File: src/rtl/pirq_pkg.sv
package pirq_pkg;

    typedef enum logic [1:0] {
        TRG_QUIET = 2'b00,
        TRG_HELD  = 2'b01,
        TRG_BLIP  = 2'b10
    } trg_state_e;

    function automatic logic trg_drives_high(input trg_state_e st);
        return (st == TRG_HELD) || (st == TRG_BLIP);
    endfunction

endpackage

File: src/rtl/pirq_swizzle.sv
module pirq_swizzle #(
    parameter int SLOT_W        = 5,
    parameter int PIN_W         = 2,
    parameter int NUM_W         = 7,
    parameter int IRQ_BASE      = 32,
    parameter int LINE_CNT      = 32,
    parameter int SHARED_SLOT   = 5,
    parameter int SOLO_A_SLOT   = 6,
    parameter int SOLO_A_LINE   = 4,
    parameter int SOLO_B_SLOT   = 7,
    parameter int SOLO_B_LINE   = 5,
    parameter int EXP_FIRST     = 8,
    parameter int EXP_LAST      = 12,
    parameter int EXP_LINE_BASE = 6
) (
    input  logic [SLOT_W-1:0]          slot_i,
    input  logic [PIN_W-1:0]           pin_i,
    output logic [NUM_W-1:0]           route_num_o,
    output logic                       internal_o,
    output logic [$clog2(LINE_CNT)-1:0] line_o
);

    localparam int EXP_CNT = EXP_LAST - EXP_FIRST + 1;
    localparam int LINE_W  = $clog2(LINE_CNT);

    logic [EXP_CNT-1:0] exp_hit;
    logic [NUM_W-1:0]   exp_num [EXP_CNT];
    logic [NUM_W-1:0]   pin_ext;
    logic [NUM_W-1:0]   line_full;

    assign pin_ext = NUM_W'(pin_i);

    for (genvar g = 0; g < EXP_CNT; g++) begin : g_exp
        assign exp_hit[g] = (slot_i == SLOT_W'(EXP_FIRST + g));
        assign exp_num[g] = NUM_W'(IRQ_BASE + EXP_LINE_BASE + g) + pin_ext;
    end

    always_comb begin
        route_num_o = pin_ext;
        if (slot_i == SLOT_W'(SHARED_SLOT)) begin
            route_num_o = NUM_W'(IRQ_BASE) + (pin_ext & NUM_W'(3));
        end else if (slot_i == SLOT_W'(SOLO_A_SLOT)) begin
            route_num_o = NUM_W'(IRQ_BASE + SOLO_A_LINE);
        end else if (slot_i == SLOT_W'(SOLO_B_SLOT)) begin
            route_num_o = NUM_W'(IRQ_BASE + SOLO_B_LINE);
        end else begin
            for (int i = 0; i < EXP_CNT; i++) begin
                if (exp_hit[i]) begin
                    route_num_o = exp_num[i];
                end
            end
        end
    end

    assign internal_o = (route_num_o >= NUM_W'(IRQ_BASE)) &&
                        (route_num_o <  NUM_W'(IRQ_BASE + LINE_CNT));
    assign line_full  = route_num_o - NUM_W'(IRQ_BASE);
    assign line_o     = line_full[LINE_W-1:0];

    // an expansion slot always lands inside the line window
    always_comb begin
        if (|exp_hit) begin
            a_r4_exp_in_window: assert (internal_o)
                else $error("expansion slot routed outside the line window");
        end
    end

endmodule

File: src/rtl/pirq_line_select.sv
module pirq_line_select #(
    parameter int LINE_CNT = 32
) (
    input  logic [LINE_CNT-1:0]         edge_cfg_i,
    input  logic [LINE_CNT-1:0]         pol_cfg_i,
    input  logic [$clog2(LINE_CNT)-1:0] line_i,
    output logic                        edge_bit_o,
    output logic                        pol_bit_o
);

    logic [LINE_CNT-1:0] line_dec;

    for (genvar g = 0; g < LINE_CNT; g++) begin : g_dec
        assign line_dec[g] = (line_i == $clog2(LINE_CNT)'(g));
    end

    assign edge_bit_o = |(line_dec & edge_cfg_i);
    assign pol_bit_o  = |(line_dec & pol_cfg_i);

endmodule

File: src/rtl/pirq_trigger_fsm.sv
module pirq_trigger_fsm
    import pirq_pkg::*;
(
    input  logic clk,
    input  logic rst_n,
    input  logic fire_i,
    input  logic edge_bit_i,
    input  logic pol_bit_i,
    output logic irq_o
);

    trg_state_e state_q;
    trg_state_e state_d;

    always_comb begin
        state_d = state_q;
        if (fire_i) begin
            if (edge_bit_i) begin
                state_d = TRG_BLIP;
            end else if (pol_bit_i) begin
                state_d = TRG_HELD;
            end else begin
                state_d = TRG_QUIET;
            end
        end else begin
            unique case (state_q)
                TRG_QUIET: state_d = TRG_QUIET;
                TRG_HELD:  state_d = TRG_HELD;
                TRG_BLIP:  state_d = TRG_QUIET;
                default:   state_d = TRG_QUIET;
            endcase
        end
    end

    always_ff @(posedge clk) begin
        if (!rst_n) begin
            state_q <= TRG_QUIET;
        end else begin
            state_q <= state_d;
        end
    end

    always_ff @(posedge clk) begin
        if (!rst_n) begin
            irq_o <= 1'b0;
        end else begin
            irq_o <= trg_drives_high(state_d);
        end
    end

    // a pulse-line event raises the output on the next cycle
    a_r6_edge_raises: assert property (@(posedge clk) disable iff (!rst_n)
        (fire_i && edge_bit_i) |=> irq_o);

    // a pulse lasts one cycle when no event follows
    a_r6_blip_ends: assert property (@(posedge clk) disable iff (!rst_n)
        (state_q == TRG_BLIP && !fire_i) |=> !irq_o);

    // a level-line event leaves the output at the level bit
    a_r7_level_tracks: assert property (@(posedge clk) disable iff (!rst_n)
        (fire_i && !edge_bit_i) |=> (irq_o == $past(pol_bit_i)));

    // without an accepted event a non-pulse output is stable
    a_r8_idle_holds: assert property (@(posedge clk) disable iff (!rst_n)
        (!fire_i && state_q != TRG_BLIP) |=> $stable(irq_o));

endmodule

File: src/rtl/pirq_router.sv
module pirq_router #(
    parameter int SLOT_W   = 5,
    parameter int PIN_W    = 2,
    parameter int LINE_CNT = 32,
    parameter int IRQ_BASE = 32
) (
    input  logic                clk,
    input  logic                rst_n,
    input  logic                evt_valid,
    input  logic [SLOT_W-1:0]   evt_slot,
    input  logic [PIN_W-1:0]    evt_pin,
    input  logic [LINE_CNT-1:0] edge_cfg,
    input  logic [LINE_CNT-1:0] pol_cfg,
    output logic                cpu_irq
);

    localparam int NUM_W  = $clog2(IRQ_BASE + LINE_CNT) + 1;
    localparam int LINE_W = $clog2(LINE_CNT);

    logic [NUM_W-1:0]  route_num;
    logic              route_internal;
    logic [LINE_W-1:0] route_line;
    logic              line_edge;
    logic              line_pol;
    logic              fire;

    pirq_swizzle #(
        .SLOT_W   (SLOT_W),
        .PIN_W    (PIN_W),
        .NUM_W    (NUM_W),
        .IRQ_BASE (IRQ_BASE),
        .LINE_CNT (LINE_CNT)
    ) u_swizzle (
        .slot_i      (evt_slot),
        .pin_i       (evt_pin),
        .route_num_o (route_num),
        .internal_o  (route_internal),
        .line_o      (route_line)
    );

    pirq_line_select #(
        .LINE_CNT (LINE_CNT)
    ) u_line_select (
        .edge_cfg_i (edge_cfg),
        .pol_cfg_i  (pol_cfg),
        .line_i     (route_line),
        .edge_bit_o (line_edge),
        .pol_bit_o  (line_pol)
    );

    assign fire = evt_valid && route_internal;

    pirq_trigger_fsm u_trigger (
        .clk        (clk),
        .rst_n      (rst_n),
        .fire_i     (fire),
        .edge_bit_i (line_edge),
        .pol_bit_i  (line_pol),
        .irq_o      (cpu_irq)
    );

endmodule

File: config.mk
export PLATFORM = sky130hd
export DESIGN_NAME = pirq_router
export DESIGN_NICKNAME = d
export VERILOG_FILES = /design/src/rtl/pirq_pkg.sv /design/src/rtl/pirq_swizzle.sv /design/src/rtl/pirq_line_select.sv /design/src/rtl/pirq_trigger_fsm.sv /design/src/rtl/pirq_router.sv
export SDC_FILE = /design/constraint.sdc
export NUM_CORES = 1
export LEC_CHECK = 0
export BUFFER_PORTS_ARGS = -buffer_cell sky130_fd_sc_hd__buf_2
export CORE_MARGIN = 1.5
export CORE_UTILIZATION = 37
export CTS_CLUSTER_DIAMETER = 100
export DETAILED_ROUTE_END_ITERATION = 8
export GPL_ROUTABILITY_DRIVEN = 0
export PLACE_DENSITY = 0.8
export SYNTH_ARGS = -nofsm -noshare
export SYNTH_HDL_FRONTEND = slang
export SYNTH_SLANG_ARGS = --single-unit
export TNS_END_PERCENT = 1
File: constraint.sdc
create_clock -name clk -period 3.8 [get_ports clk]
set_input_delay 0.57 -clock clk [delete_from_list [all_inputs] [get_ports clk]]
set_output_delay 0.57 -clock clk [all_outputs]
set_load 0.01 [all_outputs]
; Yosys cells after proc, flatten, opt, wreduce, memory -nomap -nowiden
; Cells that the tools add are included.
[op_classes]
add_sub_neg = 7
mul = 0
div = 0
n_lt_le_gt_ge = 2
eq_ne = 42
shifts = 0
n_mux = 12
bitwise = 2
reduce_logical = 6
[ops]
columns = operator, n
row1 = "equality test 5 bit, second input constant", 16
row2 = "equality test 5 x 4 -> 1 bit, second input constant", 13
row3 = bitwise AND 32 bit, 2
row4 = OR reduction 32 bit, 2
row5 = 2-to-1 mux 7 bit, 8
row6 = "adder 6 x 2 -> 7 bit, first input constant", 6
row7 = "equality test 5 x 3 -> 1 bit, second input constant", 7
row8 = "equality test 5 x 2 -> 1 bit, second input constant", 2
row9 = ">= comparator 7 x 6 -> 1 bit, second input constant", 1
row10 = "less-than comparator 7 bit, second input constant", 1
row11 = "equality test 5 x 1 -> 1 bit, second input constant", 1
row12 = zero test 5 bit, 1
row13 = "subtractor 5 x 1 -> 5 bit, second input constant", 1
row14 = "equality test 2 x 1 -> 1 bit, second input constant", 2
row15 = 2-to-1 mux 2 bit, 2
row16 = "equality test 2 bit, second input constant", 1
row17 = logical AND 1 bit, 2
row18 = 2-to-1 mux 1 bit, 2
row19 = logical OR 1 bit, 1
[word_totals]
regBits = 3
latchBits = 0
ramBits = 0
romBits = 0
inputBits = 74
output_inout_bits = 1
wordCells = 73
memories = 0

; Depth between registers and ports, before layout
; Gate-level depths: netlist of run 1.
[depth]
ltp_word = 18
ltp_mapped = 11
mapped_depth_nobuf = 10

; Cells and area by module
; Synthesis of run 1 repeated with hierarchy kept, for this count alone.
[hier_totals]
hier_cells = 186
hier_area_um2 = 1286.2
[modules_own_cells]
columns = module, instances, cells_per_inst, area_per_inst_um2, seq_area_each_um2
row1 = pirq_line_select, 1, 110, 744.5, 0.0
row2 = pirq_swizzle, 1, 66, 432.9, 0.0
row3 = pirq_trigger_fsm, 1, 9, 102.6, 60.1
row4 = pirq_router, 1, 1, 6.3, 0.0

; Least setup slack after synthesis of run 1
; Ideal clock, no wire load.
[synth_path]
path_type = input -> register
start = in evt_slot[2]
end = reg u_trigger.state_q[0]
setup_time_ps = 73
t_arrival_ps = 2760
t_required_ps = 3727
setup_slack_ps = 968
stages = 10
path_buffers = 2
cell_sequence = buf_4 > nor3b_2 > mux2i_1 > o221ai_1 > and2_4 > buf_6 > mux2_4 > a2111o_1 > or3_1 > o22ai_2
[synth_via]
elab_chain_cells = 16
[synth_lines]
columns = item, line_no
row1 = start: declaration, pirq_router.sv:10  ; input logic [SLOT_W-1:0] evt_slot,
row2 = equality test 5 x 4 -> 1 bit, pirq_swizzle.sv:34  ; assign exp_hit[g] = (slot_i == SLOT_W'(EXP_FIRST + g));
row3 = 2-to-1 mux 7 bit (5 in a row), pirq_swizzle.sv:48  ; if (exp_hit[i]) begin
row4 = 2-to-1 mux 7 bit, pirq_swizzle.sv:44  ; end else if (slot_i == SLOT_W'(SOLO_B_SLOT)) begin
row5 = 2-to-1 mux 7 bit, pirq_swizzle.sv:42  ; end else if (slot_i == SLOT_W'(SOLO_A_SLOT)) begin
row6 = 2-to-1 mux 7 bit (*), pirq_swizzle.sv:40  ; if (slot_i == SLOT_W'(SHARED_SLOT)) begin
row7 = subtractor 5 x 1 -> 5 bit, pirq_swizzle.sv:57  ; assign line_full = route_num_o - NUM_W'(IRQ_BASE);
row8 = "equality test 5 x 1 -> 1 bit, or another cell as far along", pirq_line_select.sv:14  ; assign line_dec[g] = (line_i == $clog2(LINE_CNT)'(g));
row9 = bitwise AND 32 bit, pirq_line_select.sv:18  ; assign pol_bit_o = |(line_dec & pol_cfg_i);
row10 = OR reduction 32 bit, pirq_line_select.sv:18
row11 = 2-to-1 mux 1 bit, pirq_trigger_fsm.sv:20  ; end else if (pol_bit_i) begin
row12 = 2-to-1 mux 2 bit, pirq_trigger_fsm.sv:18  ; if (edge_bit_i) begin
row13 = 2-to-1 mux 2 bit (*), pirq_trigger_fsm.sv:17  ; if (fire_i) begin
row14 = end signal: assignment, pirq_trigger_fsm.sv:39  ; state_q <= state_d;
row15 = end: declaration, pirq_trigger_fsm.sv:12  ; trg_state_e state_q;
; Every way passes the cells marked *; elsewhere a longest branch is shown, timed or not.
; A chain may end at the register's enable or synchronous reset.

; Worst setup path in the final report of run 1
[layout_path]
start = in evt_pin[1]
end = reg u_trigger.state_q[0]
[layout_via]
elab_chain_cells = 16
[layout_lines]
columns = item, line_no
row1 = start: declaration, pirq_router.sv:11  ; input logic [PIN_W-1:0] evt_pin,
row2 = adder 6 x 2 -> 7 bit, pirq_swizzle.sv:35  ; assign exp_num[g] = NUM_W'(IRQ_BASE + EXP_LINE_BASE + g) + pin_ext;
row3 = 2-to-1 mux 7 bit (5 in a row), pirq_swizzle.sv:48
row4 = 2-to-1 mux 7 bit, pirq_swizzle.sv:44
row5 = 2-to-1 mux 7 bit, pirq_swizzle.sv:42
row6 = 2-to-1 mux 7 bit (*), pirq_swizzle.sv:40
row7 = subtractor 5 x 1 -> 5 bit, pirq_swizzle.sv:57
row8 = "equality test 5 x 1 -> 1 bit, or another cell as far along", pirq_line_select.sv:14
row9 = bitwise AND 32 bit, pirq_line_select.sv:18
row10 = OR reduction 32 bit, pirq_line_select.sv:18
row11 = 2-to-1 mux 1 bit, pirq_trigger_fsm.sv:20
row12 = 2-to-1 mux 2 bit, pirq_trigger_fsm.sv:18
row13 = 2-to-1 mux 2 bit (*), pirq_trigger_fsm.sv:17
; Marks and branches as above.

==> impl_metrics.csv, run 1 <==
group,metric,value,unit
power_and_ir_drop,p_int,124,uW
placement,port_buffers,42,
cts,cts_tree,"done",
detailed_routing,drt-initial-drc-count,20,
logic_synthesis,synthCells,111,
worst_setup_path,cp_max_fo,8,
worst_setup_path,r2r_slack,3.06,ns
cts,numClockSinks,3,
detailed_routing,drtAntennaViolNets,0,
detailed_routing,drt_first_pass_iters,4,
worst_hold_path,hold_path.class,"flop to flop",
floorplanning,start_util,0.407,
timing,rsz0062_at_grt,"no",
power_and_ir_drop,p_switching,77.1,uW
finish,antenna_cells,0,
grt,grt_pass1_wl,3460,um
floorplanning,dieHeight,50.1,um
cts,clk_path_buf_depth,2,
grt,antenna_found_initial,0,
worst_setup_path,timing.rr.end,"u_trigger.state_q[0]",
cts,ctsHoldBuffers,0,
timing,drv_slew,0,
placement,hpwlAfterDp,1710,um
grt,grt_use_total,0.169,
finish,area_growth,27.1,%
detailed_routing,routed_via_density,5.77,
worst_setup_path,start_kind,"primary input",
power_and_ir_drop,p_per_area,193,nW/um^2
timing,tightest_slew,0.590,ns
finish,ff_latch_area,60.1,um^2
finish,fillCellCount,215,
grt,grt_pass1_vias,874,
timing,whs,0.547,ns
grt,grt_max_degree,17,
power_and_ir_drop,seqPwrFrac,0.166,
timing,max_slew_margin,0.605,
timing,fin_setup_tns,0,ns
finish,multiInputGateArea,699,um^2
logic_synthesis,synth_ff_type,"dfxtp_1",
detailed_routing,wl_per_cell,12.6,um
power_and_ir_drop,ir_drop,0.126,mV
detailed_routing,num_vias,1015,
timing,period_needed,2.91,ns
cts,post-cts-setup-buffer-count,0,
cts,clkTransAtPathRegs,0.04,ns
floorplanning,io_pins,75,
cts,cts_resized,0,
flow_run,drv_cap,0,
logic_synthesis,synthDistinctLibCells,50,
finish,drive_above_1_share,0.356,
worst_setup_path,critPathArrivalTime,3.07,ns
worst_setup_path,cp.required,3.96,ns
cts,cts_buffers,3,
worst_setup_path,startpoint,"evt_pin[1]",
logic_synthesis,yosysSeqAreaShare,0.0731,
cts,worstSkewPairLatency,0.24,ns
status,run_status,"completed",
power_and_ir_drop,pwr-share-comb,0.542,
timing,hold_viol_final,0,
worst_setup_path,r2r_start,"u_trigger.state_q[0]",
power_and_ir_drop,clkPwrFrac,0.292,
detailed_routing,drt_wl_total,2220,um
floorplanning,std_cell_rows,16,
logic_synthesis,async_reset_ff_frac,0,
power_and_ir_drop,p_leak,0.000485,uW
logic_synthesis,synth_area_per_cell,7.41,um^2
finish,num-nets-final,226,
worst_setup_path,ff2ff_path_depth,3,
logic_synthesis,synth_area,822,um^2
logic_synthesis,synth-edff-count,0,
cts,cts-root-buf,"clkbuf_4",
worst_setup_path,critPathCapture,"u_trigger.state_q[0]",
logic_synthesis,synth.ff_latch_count,3,
floorplanning,die_area,2510,um^2
timing,fin_crit_sh,0.766,
worst_setup_path,criticalPathCategory,"primary input to flop",
logic_synthesis,syn-num-nets,187,
logic_synthesis,yosysWarnings,0,
cts,htree_levels,1,
timing,setup_viol,0,
timing,fmax,343,MHz
timing,skew,0.00484,ns
worst_setup_path,cp-end-kind,"flop",
floorplanning,coreArea,2020,um^2
power_and_ir_drop,netSwitchingFraction,0.383,
detailed_routing,drcViolationCount,0,
floorplanning,die_width,50.1,um
grt,globalRouteOverflowTotal,0,
==> per-layer routing <==
layer  global-route usage  vias up  part of all wire
met3               0.0208        4             0.060
met2                0.305       34              0.47
li1                     -      517                 -
met1                0.205      460              0.46
met5                    0        -                 0
met4               0.0556        0             0.014
==> logic make-up after synthesis <==
logic type,after synthesis,share of synthesized area
DFF,3,0.0731
muxes,11,0.143
adders and majority gates,2,0.0304
AOI/OAI and AO/OA,34,0.312
xor gates and xnor gates,1,0.0107
buffers and inverters,12,0.0761
and+or+nand+nor,48,0.355
==> sequential cells by signal, indices dropped and copies added (netlist names) <==
| signal | count |
|---|---|
| u_trigger.state_q | 2 |
| u_trigger.irq_o | 1 |
==> cell usage after synthesis, types with 2 or more instances <==
library cell | instances | area share
ha_1 | 2 | 0.030
nand4_1 | 7 | 0.053
nand2_1 | 9 | 0.041
inv_1 | 3 | 0.014
dfxtp_1 | 3 | 0.073
nor3_1 | 3 | 0.018
a31oi_1 | 4 | 0.030
a32o_1 | 2 | 0.024
o211ai_1 | 4 | 0.037
a21oi_1 | 2 | 0.012
nor3b_1 | 2 | 0.018
nor2_1 | 4 | 0.018
and2_1 | 3 | 0.023
o21ai_1 | 5 | 0.030
and3_1 | 3 | 0.023
nand3_1 | 3 | 0.018
o21ai_0 | 2 | 0.012
a32oi_1 | 2 | 0.021
mux2i_1 | 8 | 0.097
buf_2 | 5 | 0.030
nor4bb_1 | 2 | 0.024
nor2b_1 | 5 | 0.038
==> worst max-delay path, cell delays in order <==
cell      delay, ns
buf_2          0.15
inv_1          0.07
ha_1           0.29
and4b_1        0.20
a21oi_2        0.03
o221ai_1       0.24
and2_4         0.26
mux2_4         0.31
a2111o_1       0.42
or3_1          0.39
o22ai_2        0.12
==> through the flow <==
step / power [uW] / std cells / cell area, um^2 / setup slack (ns) / utilization
final: 201 / 176 / 1040 / 0.888 / 0.517
after global routing: 217 / 176 / 1040 / 0.784 / 0.517
after floorplan: 111 / 111 / 822 / 0.968 / -
after global placement: 140 / 172 / 1020 / 0.692 / 0.504
after detailed placement: 142 / 172 / 1020 / 0.652 / 0.504
after CTS: 202 / 176 / 1040 / 0.889 / 0.517
==> cells in the final DEF (no fill, tap or decap), types with 3 or more instances in the layout <==
cell type,netlist,routed
nand3_1,3,3
mux2i_1,8,8
nor3_1,3,3
nand2_1,9,9
and3_1,3,3
buf_2,5,42
a31oi_1,4,4
o211ai_1,4,4
and2_1,3,3
o21ai_1,5,5
nor2b_1,5,5
inv_1,3,3
nor2_1,4,4
nand4_1,7,7
clkbuf_4,0,3
dfxtp_1,3,3
==> power by group through the flow <==
| stage | combinational (uW) | sequential [uW] | clock (uW) |
|---|---|---|---|
| after floorplan | 76.6 | 34.1 | 0 |
| after global placement | 106 | 33.8 | 0 |
| after detailed placement | 109 | 33.8 | 0 |
| after CTS | 109 | 33.4 | 59.7 |
| after global routing | 120 | 33.4 | 63.3 |
| final | 109 | 33.4 | 58.8 |
==> worst min-delay path by stage <==
stage	depth (start not counted)	startpoint	slack (ns)	end
6_report	3	u_trigger.state_q[1]	0.55	u_trigger.state_q[0]
3_3_place_gp	3	u_trigger.state_q[1]	0.52	u_trigger.state_q[0]
2_1_floorplan	3	u_trigger.state_q[1]	0.51	u_trigger.state_q[0]
4_1_cts	3	u_trigger.state_q[1]	0.55	u_trigger.state_q[0]
5_1_grt	3	u_trigger.state_q[1]	0.57	u_trigger.state_q[0]
3_5_place_dp	3	u_trigger.state_q[1]	0.54	u_trigger.state_q[0]
==> final cells by class <==
type | instances | area share
clock buffer | 4 | 0.0251
sequential | 3 | 0.0575
timing repair buffer | 42 | 0.201
tap | 27 | 0.0323
multi-input combinational | 96 | 0.669
inverter | 4 | 0.0144
Power figures use the tool's default switching activity.
==> run 2, diff against run 1 <==
Clock period 3.8 ns to 2.7 ns, I/O delays scaled along.
==> impl_metrics.csv, run 2 (same netlist as run 1, synthesis figures left out) <==
group,metric,value,unit
finish,top_regs,"u_trigger.state_q x2, u_trigger.irq_o x1",
timing,hold_viol_final,0,
detailed_routing,wl_per_cell,13.2,um
placement,hpwlAfterDp,1950,um
worst_setup_path,cp-end-kind,"flop",
finish,area_growth,37.9,%
cts,clk_path_buf_depth,2,
timing,max_slew_margin,0.606,
timing,drv_slew,0,
finish,fin_cells,187,
floorplanning,die_area,2510,um^2
detailed_routing,drcViolationCount,0,
worst_setup_path,critPathArrivalTime,2.72,ns
cts,post-cts-setup-buffer-count,0,
worst_setup_path,cp_max_fo,3,
cts,worstSkewPairLatency,0.24,ns
timing,whs,0.426,ns
finish,final_cell_mix,"buf_2 (42), buf_4 (11), nand2_1 (9)",
grt,antenna_found_initial,0,
power_and_ir_drop,p_total,299,uW
timing,skew,0.00244,ns
power_and_ir_drop,p_per_area,264,nW/um^2
cts,clkTransAtPathRegs,0.03,ns
detailed_routing,drtAntennaViolNets,0,
worst_hold_path,hold_path.class,"primary input to flop",
detailed_routing,drt_first_pass_iters,4,
flow_run,drv_cap,0,
cts,cts_resized,0,
finish,largest-register,"u_trigger.state_q",
timing,fmax,391,MHz
floorplanning,coreArea,2020,um^2
timing,fin_setup_tns,0,ns
grt,grt_max_degree,17,
grt,grt_pass1_wl,3930,um
finish,drive_above_1_share,0.406,
timing,fin_crit_sh,0.947,
worst_setup_path,start_kind,"primary input",
cts,numClockSinks,3,
grt,grt_use_total,0.203,
floorplanning,dieHeight,50.1,um
worst_setup_path,criticalPathCategory,"primary input to flop",
timing,rsz0062_at_grt,"no",
grt,globalRouteOverflowTotal,0,
grt,grt_pass1_vias,980,
floorplanning,io_pins,75,
cts,ctsHoldBuffers,0,
worst_setup_path,cp.required,2.86,ns
detailed_routing,drt-initial-drc-count,29,
cts,htree_levels,1,
finish,layout_commonest_cell,"buf_2",
placement,port_buffers,42,
finish,antenna_cells,0,
detailed_routing,drt_wl_total,2460,um
cts,cts-root-buf,"clkbuf_4",
timing,setup_viol,0,
timing,tightest_slew,0.588,ns
timing,period_needed,2.56,ns
floorplanning,std_cell_rows,16,
floorplanning,die_width,50.1,um
power_and_ir_drop,p_leak,0.000539,uW
finish,num-nets-final,237,
detailed_routing,routed_via_density,5.80,
placement,dp.cells,183,
detailed_routing,num_vias,1084,
power_and_ir_drop,ir_drop,0.134,mV
finish,largest_reg_flops,2,
cts,cts_tree,"done",
worst_setup_path,r2r_slack,1.96,ns
status,run_status,"completed",
floorplanning,start_util,0.407,
cts,cts_buffers,3,
==> run 2: changes by cell type in the layout (fill, tap and decap cells not counted) <==
cell,previous run,this run
o221ai_1,1,0
buf_4,0,11
o221ai_2,0,1
==> run 2: path summary, 6_finish.rpt <==
kind | start | end | depth (start not counted)
worst max register to register | u_trigger.state_q[0] | u_trigger.state_q[0] | 3
worst max-delay path | evt_pin[0] | u_trigger.state_q[0] | 11
worst min-delay path | rst_n | u_trigger.state_q[1] | 3
worst min register to register | u_trigger.state_q[1] | u_trigger.state_q[0] | 3
==> run 2: cell type report <==
type	instances	area, um^2
flip-flops and latches	3	60.1
inverters	4	15.0
well taps	27	33.8
clock buffers	4	26.3
fillers	198	888
repair buffers	53	293
multi-input cells	96	706
==> run 2: routing by layer <==
metal | share of wire | wire [um] | vias to the layer above | track usage
met5 | 0 | 0 | - | 0
met4 | 0.026 | 64 | 0 | 0.139
met3 | 0.085 | 209 | 7 | 0.0446
met2 | 0.50 | 1230 | 54 | 0.368
met1 | 0.39 | 961 | 484 | 0.204
li1 | - | - | 539 | -
==> run 2: worst max-delay path: stages <==
cell and delay, ns:
buf_2 0.09, inv_1 0.05, ha_1 0.28, and4b_1 0.20
a21oi_2 0.04, o221ai_2 0.19, and2_4 0.20, mux2_4 0.30
a2111o_1 0.43, or3_1 0.40, o22ai_2 0.12
==> run 2: per-stage QoR <==
stage	worst slack (ns)	utilization	instance area [um^2]
finish	0.144	0.561	1130
global route	0.0697	0.561	1130
CTS	0.0787	0.558	1130
detailed placement	-0.161	0.545	1100
global placement	-0.104	0.545	1100
floorplan	0.0327	-	822
==> run 2: where the power goes <==
part | leakage (uW) | total [uW] | switching, uW | internal [uW]
registers | 0.0000243 | 46.9 | 0.348 | 46.6
clock network | 0.0000150 | 79.3 | 23.9 | 55.4
logic | 0.000499 | 173 | 86.0 | 87.1
total | 0.000539 | 299 | 110 | 189
==> run 3, diff against run 2 <==
Settings changed: CORE_ASPECT_RATIO set to 0.8.
==> impl_metrics.csv, run 3 (same netlist as run 1, synthesis figures left out) <==
group,metric,value,unit
status,run_status,"completed",
timing,max_slew_margin,0.629,
finish,drive_above_1_share,0.414,
placement,dpl_cell_area,1130,um^2
detailed_routing,drt_wl_total,2780,um
floorplanning,die_area,2520,um^2
detailed_routing,wl_per_cell,14.8,um
cts,htree_levels,1,
power_and_ir_drop,p_switching,117,uW
timing,hold_viol_final,0,
worst_setup_path,crit_buf_inv,2,
worst_hold_path,hold_path.class,"primary input to flop",
finish,stdcell_area,1160,um^2
grt,globalRouteOverflowTotal,0,
detailed_routing,drcViolationCount,0,
grt,antenna_found_initial,0,
cts,ctsHoldBuffers,0,
floorplanning,coreArea,2120,um^2
finish,antenna_cells,0,
timing,fin_crit_sh,0.951,
detailed_routing,drt_first_pass_iters,4,
floorplanning,dieHeight,45.2,um
floorplanning,die_width,55.7,um
worst_setup_path,cp.required,2.86,ns
detailed_routing,drtAntennaViolNets,0,
power_and_ir_drop,netSwitchingFraction,0.372,
cts,cts-root-buf,"clkbuf_4",
timing,drv_slew,0,
power_and_ir_drop,p_total,314,uW
finish,largest-register,"u_trigger.state_q",
finish,num-nets-final,239,
power_and_ir_drop,clkPwrFrac,0.248,
timing,period_needed,2.57,ns
worst_setup_path,critical_path.cell_chain,"buf_2 -> inv_1 -> ha_1 -> and4b_1 -> a21oi_2 -> o221ai_2 -> and2_4 -> mux2_4 -> a2111o_1 -> or3_1 -> o22ai_2",
timing,fmax,390,MHz
finish,largest_reg_flops,2,
grt,grt_pass1_wl,3960,um
grt,grt_max_degree,13,
power_and_ir_drop,ir_drop,0.325,mV
finish,top_regs,"u_trigger.state_q x2, u_trigger.irq_o x1",
cts,clkTransAtPathRegs,0.03,ns
grt,grt_use_total,0.198,
finish,layout_commonest_cell,"buf_2",
cts,worstSkewPairLatency,0.23,ns
placement,hpwlAfterDp,2200,um
power_and_ir_drop,p_int,197,uW
worst_setup_path,criticalPathCategory,"primary input to flop",
floorplanning,start_util,0.388,
finish,final_cell_mix,"buf_2 (42), buf_4 (12), nand2_1 (9)",
cts,clk_path_buf_depth,2,
worst_setup_path,crit_family,"simple AND/OR/NAND/NOR gates",
detailed_routing,routed_via_density,5.96,
timing,setup_viol,0,
worst_setup_path,critPathArrivalTime,2.72,ns
power_and_ir_drop,pwr-share-comb,0.602,
worst_setup_path,cp-end-kind,"flop",
power_and_ir_drop,p_leak,0.000553,uW
floorplanning,io_pins,75,
detailed_routing,drt-initial-drc-count,37,
floorplanning,std_cell_rows,15,
finish,post-route-util,0.546,
cts,numClockSinks,3,
power_and_ir_drop,seqPwrFrac,0.150,
worst_setup_path,cp_slowest_cell,"a2111o_1",
timing,tightest_slew,0.554,ns
placement,port_buffers,42,
grt,grt_pass1_vias,943,
worst_setup_path,critPathMaxStageDelay,0.41,ns
detailed_routing,num_vias,1115,
flow_run,drv_cap,0,
worst_setup_path,start_kind,"primary input",
cts,cts_buffers,3,
timing,skew,0.00396,ns
worst_setup_path,cp_max_fo,3,
power_and_ir_drop,p_per_area,271,nW/um^2
finish,area_growth,40.9,%
cts,cts_tree,"done",
[run 3: changes by cell type in the layout (fill, tap and decap cells not counted)]
cell,change
buf_4,+1
buf_12,+1
[run 3: cell type report]
class,instances,area (um^2)
Timing Repair Buffer,55,320
Inverter,4,15.0
Clock buffer,4,26.3
Tap cell,25,31.3
Multi-Input combinational cell,96,706
Fill cell,219,962
Sequential cell,3,60.1
[run 3: what timing repair did]
item                                    4_1_cts  5_1_grt
endpoints found under the setup margin        0        2
gates resized for setup                       0        1
buffers inserted                              0        0
[run 3: power by group through the flow]
stage	logic, uW	registers (uW)	clock network (uW)
floorplan	108	48.1	0
global route	204	47.2	82.9
finish	189	47.0	77.8
detailed placement	184	47.7	0
CTS	185	47.1	80.1
global placement	175	47.5	0
[run 3: path summary, 6_finish.rpt]
path | startpoint | endpoint | slack [ns] | cells past startpoint
worst max-delay path | evt_pin[0] | u_trigger.state_q[0] | 0.13 | 11
worst min-delay path | rst_n | u_trigger.state_q[1] | 0.44 | 3
worst max register to register | u_trigger.state_q[0] | u_trigger.irq_o | 1.88 | 3
worst min register to register | u_trigger.state_q[1] | u_trigger.state_q[0] | 0.54 | 3
[run 3: worst reg2reg max path, stage by stage (launching register included)]
cell     delay (ns)
dfxtp_1        0.30
nor2b_1        0.15
o21ai_0        0.11
a31oi_1        0.18
[run 3: stage by stage]
| step | hold WS, ns | setup slack, ns | setup TNS, ns | std cells |
|---|---|---|---|---|
| after detailed placement | 0.538 | -0.192 | -0.325 | 183 |
| after global routing | 0.457 | -0.0000657 | -0.0000657 | 187 |
| final | 0.443 | 0.133 | 0 | 187 |
| after global placement | 0.512 | -0.154 | -0.246 | 183 |
| after floorplan | 0.505 | 0.0327 | 0 | 111 |
| after CTS | 0.433 | 0.0373 | 0 | 187 |
[run 3: routing by layer]
| layer | vias to the layer above | track usage | wire length (um) |
|---|---|---|---|
| li1 | 540 | - | - |
| met1 | 522 | 0.246 | 1170 |
| met2 | 45 | 0.364 | 1400 |
| met3 | 8 | 0.0344 | 158 |
| met4 | 0 | 0.0488 | 48 |
| met5 | - | 0 | 0 |
